`src/rtl/capcmp_pkg.sv`:
```
package capcmp_pkg;
    localparam int unsigned CNT_W    = 16;
    localparam int unsigned NUM_CH   = 4;
    localparam int unsigned ADDR_W   = 3;
    localparam int unsigned CH_W     = $clog2(NUM_CH);
    localparam int unsigned NUM_FLAG = NUM_CH + 1;
    localparam int unsigned OVF_IDX  = NUM_CH;

    localparam logic [ADDR_W-1:0] A_STAT = 3'd0;
    localparam logic [ADDR_W-1:0] A_MODE = 3'd1;
    localparam logic [ADDR_W-1:0] A_CNT  = 3'd2;
    localparam logic [ADDR_W-1:0] A_GR0  = 3'd4;

    typedef struct packed {
        logic [CNT_W-1:0]              cnt;
        logic [NUM_CH-1:0][CNT_W-1:0]  gr;
        logic [NUM_CH-1:0]             mode;
    } core_t;
endpackage

```
`src/rtl/capcmp_edge.sv`:
```
module capcmp_edge #(
    parameter int unsigned W = 4
) (
    input  logic         clk_i,
    input  logic         rst_ni,
    input  logic [W-1:0] lvl_i,
    output logic [W-1:0] rise_o
);
    typedef struct packed {
        logic [W-1:0] s1;
        logic [W-1:0] s2;
        logic [W-1:0] prev;
    } sync_t;

    sync_t st_d, st_q;

    always_comb begin
        st_d      = st_q;
        st_d.s1   = lvl_i;
        st_d.s2   = st_q.s1;
        st_d.prev = st_q.s2;
    end

    always_ff @(posedge clk_i or negedge rst_ni) begin
        if (!rst_ni) st_q <= '0;
        else         st_q <= st_d;
    end

    assign rise_o = st_q.s2 & ~st_q.prev;
endmodule

```
`src/rtl/capcmp_flag.sv`:
```
module capcmp_flag (
    input  logic clk_i,
    input  logic rst_ni,
    input  logic set_i,
    input  logic arm_i,
    input  logic wr_i,
    input  logic wbit_i,
    input  logic xclr_i,
    output logic flag_o,
    output logic armed_o
);
    typedef struct packed {
        logic flag;
        logic armed;
    } cell_t;

    cell_t st_d, st_q;
    logic  clr;

    always_comb begin
        st_d = st_q;
        clr  = (wr_i && st_q.armed && !wbit_i) || xclr_i;
        // set dominates any clear in the same cycle
        st_d.flag = set_i || (st_q.flag && !clr);
        if (arm_i)     st_d.armed = st_q.flag;
        else if (wr_i) st_d.armed = 1'b0;
    end

    always_ff @(posedge clk_i or negedge rst_ni) begin
        if (!rst_ni) st_q <= '0;
        else         st_q <= st_d;
    end

    assign flag_o  = st_q.flag;
    assign armed_o = st_q.armed;
endmodule

```
`src/rtl/capcmp_timer.sv`:
```
module capcmp_timer
    import capcmp_pkg::*;
(
    input  logic              clk_i,
    input  logic              rst_ni,
    input  logic              bus_sel_i,
    input  logic              bus_wr_i,
    input  logic [ADDR_W-1:0] bus_addr_i,
    input  logic [CNT_W-1:0]  bus_wdata_i,
    output logic [CNT_W-1:0]  bus_rdata_o,
    input  logic [NUM_CH-1:0] cap_i,
    input  logic [NUM_CH-1:0] xfer_act_i,
    input  logic              xfer_keep_i
);
    core_t st_d, st_q;

    logic                         acc_rd, acc_wr;
    logic                         stat_rd, stat_wr, cnt_wr, gr_hit;
    logic [CH_W-1:0]              gr_idx;
    logic [NUM_CH-1:0]            rise_w;
    logic [NUM_FLAG-1:0]          set_w, xclr_w, flag_w, armed_w;
    logic [CNT_W-1:0]             cnt_w;
    logic [NUM_CH-1:0][CNT_W-1:0] gr_w;
    logic [NUM_CH-1:0]            mode_w;

    assign acc_rd  = bus_sel_i && !bus_wr_i;
    assign acc_wr  = bus_sel_i && bus_wr_i;
    assign stat_rd = acc_rd && (bus_addr_i == A_STAT);
    assign stat_wr = acc_wr && (bus_addr_i == A_STAT);
    assign cnt_wr  = acc_wr && (bus_addr_i == A_CNT);
    assign gr_hit  = bus_addr_i >= A_GR0;
    assign gr_idx  = bus_addr_i[CH_W-1:0];

    assign cnt_w  = st_q.cnt;
    assign gr_w   = st_q.gr;
    assign mode_w = st_q.mode;

    capcmp_edge #(.W(NUM_CH)) u_edge (
        .clk_i  (clk_i),
        .rst_ni (rst_ni),
        .lvl_i  (cap_i),
        .rise_o (rise_w)
    );

    // event sources per flag
    always_comb begin
        set_w  = '0;
        xclr_w = '0;
        for (int ch = 0; ch < NUM_CH; ch++) begin
            set_w[ch]  = st_q.mode[ch] ? rise_w[ch] : (st_q.cnt == st_q.gr[ch]);
            xclr_w[ch] = xfer_act_i[ch] && !xfer_keep_i;
        end
        set_w[OVF_IDX] = (st_q.cnt == '1) && !cnt_wr;
    end

    // next-state of counter, general and mode registers
    always_comb begin
        st_d     = st_q;
        st_d.cnt = cnt_wr ? bus_wdata_i : st_q.cnt + 1'b1;
        if (acc_wr && (bus_addr_i == A_MODE)) st_d.mode = bus_wdata_i[NUM_CH-1:0];
        for (int ch = 0; ch < NUM_CH; ch++) begin
            if (st_q.mode[ch] && rise_w[ch])
                st_d.gr[ch] = st_q.cnt;
            else if (acc_wr && gr_hit && (gr_idx == CH_W'(ch)))
                st_d.gr[ch] = bus_wdata_i;
        end
    end

    always_ff @(posedge clk_i or negedge rst_ni) begin
        if (!rst_ni) st_q <= '0;
        else         st_q <= st_d;
    end

    for (genvar f = 0; f < NUM_FLAG; f++) begin : g_flag
        capcmp_flag u_flag (
            .clk_i   (clk_i),
            .rst_ni  (rst_ni),
            .set_i   (set_w[f]),
            .arm_i   (stat_rd),
            .wr_i    (stat_wr),
            .wbit_i  (bus_wdata_i[f]),
            .xclr_i  (xclr_w[f]),
            .flag_o  (flag_w[f]),
            .armed_o (armed_w[f])
        );
    end

    always_comb begin
        bus_rdata_o = '0;
        if (gr_hit) begin
            bus_rdata_o = st_q.gr[gr_idx];
        end else begin
            case (bus_addr_i)
                A_STAT:  bus_rdata_o[7:0] = {3'b110, flag_w};
                A_MODE:  bus_rdata_o[NUM_CH-1:0] = st_q.mode;
                A_CNT:   bus_rdata_o = st_q.cnt;
                default: bus_rdata_o = '0;
            endcase
        end
    end
endmodule

```
`config.mk`:
```
export PLATFORM = sky130hd
export DESIGN_NAME = capcmp_timer
export DESIGN_NICKNAME = d
export VERILOG_FILES = /design/src/rtl/capcmp_pkg.sv /design/src/rtl/capcmp_edge.sv /design/src/rtl/capcmp_flag.sv /design/src/rtl/capcmp_timer.sv
export SDC_FILE = /design/constraint.sdc
export NUM_CORES = 1
export LEC_CHECK = 0
export ABC_AREA = 1
export BUFFER_PORTS_ARGS = -buffer_cell sky130_fd_sc_hd__buf_2
export CAP_MARGIN = 20
export CORE_MARGIN = 2
export CORE_UTILIZATION = 57
export CTS_CLUSTER_DIAMETER = 40
export DETAILED_ROUTE_END_ITERATION = 12
export PLACE_DENSITY = 0.75
export SLEW_MARGIN = 5
export SYNTH_ARGS = -nofsm -noshare
export SYNTH_HDL_FRONTEND = slang
export SYNTH_HIERARCHICAL = 1
export SYNTH_SLANG_ARGS = --single-unit
```
`constraint.sdc`:
```
create_clock -name clk_i -period 2.6 [get_ports clk_i]
set_input_delay 0.39 -clock clk_i [delete_from_list [all_inputs] [get_ports clk_i]]
set_output_delay 0.39 -clock clk_i [all_outputs]
set_load 0.005 [all_outputs]
```
Word-level counts from Yosys, hierarchy flattened
Index checks and enable logic that the tools add are counted. W data, S select, Z words.

Flip-flop bits (word level): 106. Bits in latches: 0. Bits in writable memories: 0. Memory bits (read-only): 0. Output and inout bits: 16. Logic and storage cells: 123. Memories kept: 0.

$add $sub $neg: 1. Multipliers: 0. Div/mod/pow operators: 0. Order comparisons: 2. Eq/ne operators: 10. Shift operators: 0. Mux-type cells: 25. Bitwise logic cells: 2. Reduce and logical (&&, ||, !) cells: 64.

Operator list (count): $mux W16 (11); $eq A16 B16 Y1 (4); $logic_and A1 B1 Y1 (35); $bmux W16 S2 (1); $add A16 B1 Y16 const B (1); $eq A16 B16 Y1 const B (1); $logic_not A1 Y1 (13); $pmux W4 S3 (1); $mux W1 (10); $reduce_bool A2 Y1 (5); $logic_or A1 B1 Y1 (9); $mux W8 (1); $pmux W4 S2 (1); $and A4 B4 Y4 (1); $eq A2 B2 Y1 const B (2); $not A4 Y4 (1); $eq A3 B1 Y1 const B (1); $eq A3 B2 Y1 const B (1); $ge A3 B3 Y1 const B (1); $logic_not A3 Y1 (1); $lt A2 B3 Y1 const B (1); $eq A2 B1 Y1 const B (1); $logic_not A2 Y1 (1).

Depth between registers and ports, before layout
Depth in word-level cells: 8. Mapped depth: 11.

Cells and area by module
Netlist, hierarchy kept.

By module, submodules not included: capcmp_timer (times used 1, cells an instance 932, area each 5829.3 um^2, sequential area each 2102.0 um^2); capcmp_flag (times used 5, cells an instance 13, area each 95.1 um^2, sequential area each 50.0 um^2); capcmp_edge (times used 1, cells an instance 20, area each 340.3 um^2, sequential area each 300.3 um^2).

Worst setup path before layout
Ideal clock, no wire load.

Path kind: input to register. From: input bus_addr_i[0]. To: register g_flag[0].u_flag.st_q, in the netlist g_flag[0].u_flag/flag_o. Arrival: 1540 ps. Data required time: 2484 ps. Setup slack: 943 ps. Stages on the path: 8. Path buffers: 0. Cells stage by stage: nor2_1 -> inv_1 -> nor2_2 -> inv_1 -> nor2_1 -> nand3_1 -> nand2_1 -> nand2_1.

RTL lines: start: declaration (RTL line capcmp_timer.sv:8) `input logic [ADDR_W-1:0] bus_addr_i,`; end signal: assignment (RTL line capcmp_flag.sv:31) `else st_q <= st_d;`; end: declaration (RTL line capcmp_flag.sv:17) `cell_t st_d, st_q;`.

Final worst setup path
From: register st_q, in the netlist cnt_w[2]. To: output bus_rdata_o[2].

Word-level cells in the longest chain between the ends: 2.

Ends and longest elaborated chain: start: declaration (RTL line capcmp_timer.sv:15) `core_t st_d, st_q;`; start signal: assignment (RTL line capcmp_timer.sv:71) `else st_q <= st_d;`; $pmux W4 S3 (RTL line capcmp_timer.sv:93) `case (bus_addr_i)`; $mux W16 (RTL line capcmp_timer.sv:90) `if (gr_hit) begin`; end: declaration (RTL line capcmp_timer.sv:10) `output logic [CNT_W-1:0] bus_rdata_o,`.

Every way passes these cells.

==> results_dict.tcl <==
set metrics [dict create \
    synth_cell_types 28 \
    worst_setup_path_end "bus_rdata_o[2]" \
    global_route_wire_length_before_repair_microns 32600 \
    synth-simple-area-share_pct 34.2 \
    post-route-drc-count 0 \
    cts.root.buffer_cell "clkbuf_16" \
    drv_slew 0 \
    synth_compound_area_share_pct 14.4 \
    h-tree-depth 3 \
    ys_ff_latch 106 \
    detailedRoute.firstIterationViolations 793 \
    worstSetupStartpoint "cnt_w[2]$_DFF_PN0_" \
    clock_sink_count 106 \
    synthesis.nets 1050 \
    report.final.hold_viol_count 0 \
    postCtsSetupBuffers 0 \
    port_buffers 47 \
    synth_area_leader_cell "dfrtp_1" \
    vias 6724 \
    ys_top_cells_by_area "dfrtp_1 40%, nand2_1 24%, o21ai_0 10%" \
    post_route_core_utilization_pct 63.7 \
    floorplan.initialDensity_pct 58.2 \
    antenna_found_initial 0 \
    share_of_the_synthesized_area_in_the_top_cell_type_pct 39.9 \
    mappedNetlistArea_sq_mm 0.00665 \
    crit_arrival_ps 1730 \
    crit_type "flip-flop to output pin" \
    gp_congestion 0.945 \
    ctsResizeCount 0 \
    route.detailed.wl_per_inst_microns 17.1 \
    path_clk_slew_ps 80 \
    critical_path_peak_fanout 12 \
    critPathLaunchType "flip-flop" \
    post_cts_hold_buffer_count 0 \
    detail_route.wirelength_microns 20400 \
    num_rows 39 \
    leakagePower_nw 3.73 \
    global_route.overflow_total 0 \
    tritoncts "built" \
    asyncSetResetFlopFracSynth_pct 100 \
    yosysSeqAreaShare_pct 39.9 \
    timing.reg2reg.setup_slack_ps 680 \
    hpwl_microns 14400 \
    setup_violations 0 \
    synth-xor-area-share_pct 1.05 \
    reg2regPathDepth 4 \
    fp.dieH_microns 112 \
    critPathCaptureType "output pin" \
    rsz0062_at_grt "no" \
    ir_drop_mv 0.793 \
    synth_top_flop_cell "dfrtp_1" \
    yosysWarningCount 6 \
    reg2reg_to "gr_w[32]$_DFFE_PN0P_" \
    syn_area_per_cell_sq_um 6.53 \
    detailedRoute.firstPassIterationCount 5 \
    insertedDiodeCount 0 \
    max_slew_margin_pct 53.7 \
    areaGrowthSynthToFinish_pct 9.51 \
    hold_path.class "primary input to async pin" \
    final_nets 1079 \
    synth_enable_flop_cells 0 \
    worstSkewPairLatency_ps 370 \
    fin_skew_ps 7.47 \
    max-clock-path-buffers 2 \
    main_combinational_cell_family_by_area_after_synthesis "simple AND/OR/NAND/NOR gates" \
    netlist_instances 1017 \
    r2r-start "mode_w[2]$_DFFE_PN0P_" \
    final.setup.tns_ps 0 \
    max_cap_violations 0 \
    first_global_vias 6147 \
    core_sq_mm 0.0114 \
    maximum_number_of_pins_on_one_net_before_global_route_repair 50 \
    globalRouteTotalUtil_pct 33.6 \
    tritoncts.num_buffers 9 \
    drive_gt1_share_pct 9.42 \
    fp.dieW_microns 112 \
    finalCritPeriodShare_pct 81.7 \
    post-route-min-period_ps 2120 \
    worst_slew_pin_slew_ps 692 \
    synth_fa_ha_area_share_pct 0.188 \
    die-area_sq_mm 0.0125 \
    routed_via_count_divided_by_cell_count 5.63 \
    required_ps 2210 \
    n_fill_cell 1056 \
    outcome "completed" \
    multiplexer_area_fraction_after_synthesis_pct 0 \
    io_pins 48 \
    final_antenna_net_count 0 \
    fmaxAchievable_mhz 471 \
    cellPowerDensity_mw_per_mm2 899 \
]
-- routing by layer --
layer | GRT usage (%) | up-vias | wire (microns)
met5 | 0 | - | 0
met4 | 8.21 | 0 | 348
met3 | 9.80 | 29 | 2300
met2 | 49.9 | 342 | 8960
met1 | 49.0 | 3082 | 8790
li1 | - | 3271 | -
-- synth_stat cells, types with 2 or more instances --
library cell  number
a21oi_1            8
a31oi_1            5
buf_2             18
buf_4             10
clkbuf_1          12
clkbuf_2           4
clkinv_1          11
dfrtp_1          106
inv_1            105
inv_2              2
nand2_1          418
nand2_2            4
nand3_1           35
nand4_1           25
nor2_1            62
nor2_2            12
o211ai_1          18
o21ai_0          137
o22ai_1           10
xnor2_1            4
xor2_1             4
-- critical path: stages, from the launching register on --
cell,delay (ps)
dfrtp_1,660
inv_1,250
o21ai_0,220
a21oi_1,70
nand2_1,60
buf_2,100
-- how the worst min path moves through the flow --
stage	end	slack, ps
2_1_floorplan	cnt_w[0]$_DFF_PN0_	90
3_5_place_dp	u_edge/st_d[2]$_DFF_PN0_	340
5_1_grt	gr_w[62]$_DFFE_PN0P_	80
4_1_cts	gr_w[45]$_DFFE_PN0P_	40
3_3_place_gp	u_edge/st_d[3]$_DFF_PN0_	340
6_report	gr_w[62]$_DFFE_PN0P_	20
-- stage by stage --
stage | power (mW) | setup slack, ps | instance area [sq um] | std cells | hold slack, ps
after floorplan | 4.28 | 943 | 6650 | 1017 | 94.4
after global placement | 5.01 | 611 | 6970 | 1178 | 336
after detailed placement | 5.05 | 595 | 6970 | 1178 | 336
after CTS | 6.48 | 483 | 7280 | 1194 | 43.0
after global routing | 6.99 | 355 | 7280 | 1194 | 76.8
final | 6.54 | 477 | 7280 | 1194 | 17.2
-- layout make-up --
type | count | area, sq um | share of cell area (%)
clock buffers | 9 | 225 | 3.09
repair buffers | 62 | 375 | 5.16
clock inverters | 7 | 82.6 | 1.13
flip-flops and latches | 106 | 2650 | 36.5
multi-input cells | 749 | 3320 | 45.6
well taps | 143 | 179 | 2.46
inverters | 118 | 443 | 6.09
-- power by group --
group	total, mW	internal, mW	leakage (nW)	switching [mW]
registers	2.76	2.15	1.30	0.605
clock network	1.42	0.689	0.147	0.733
logic	2.36	0.797	2.28	1.56
total	6.54	3.64	3.73	2.90
-- state kept, by name (all words and copies together) (netlist names) --
signal	count
g_flag.u_flag/flag_o	5
gr_w	64
u_edge/st_q	4
cnt_w	16
g_flag.u_flag/armed_o	5
u_edge/st_d	8
mode_w	4
-- layout by cell type (no fill, tap or decap), types with 5 or more instances in the layout --
cell / synthesis / layout
o211ai_1: 18 / 18
a21oi_1: 8 / 8
o21ai_0: 137 / 137
a31oi_1: 5 / 5
nand2_1: 418 / 418
clkbuf_16: 0 / 9
buf_4: 10 / 14
nand3_1: 35 / 35
dfrtp_1: 106 / 106
inv_1: 105 / 105
buf_2: 18 / 46
nand4_1: 25 / 25
o22ai_1: 10 / 10
nor2_1: 62 / 62
nor2_2: 12 / 12
clkinv_1: 11 / 11
-- kinds of logic after synthesis --
| group | after synthesis |
|---|---|
| and+or+nand+nor | 560 |
| AOI/OAI and AO/OA | 179 |
| buffers and inverters | 162 |
| DFF | 106 |
| xor gates and xnor gates | 8 |
| adders and majority gates | 1 |
| other | 1 |
Note: power is estimated with default switching activity, not from simulation.
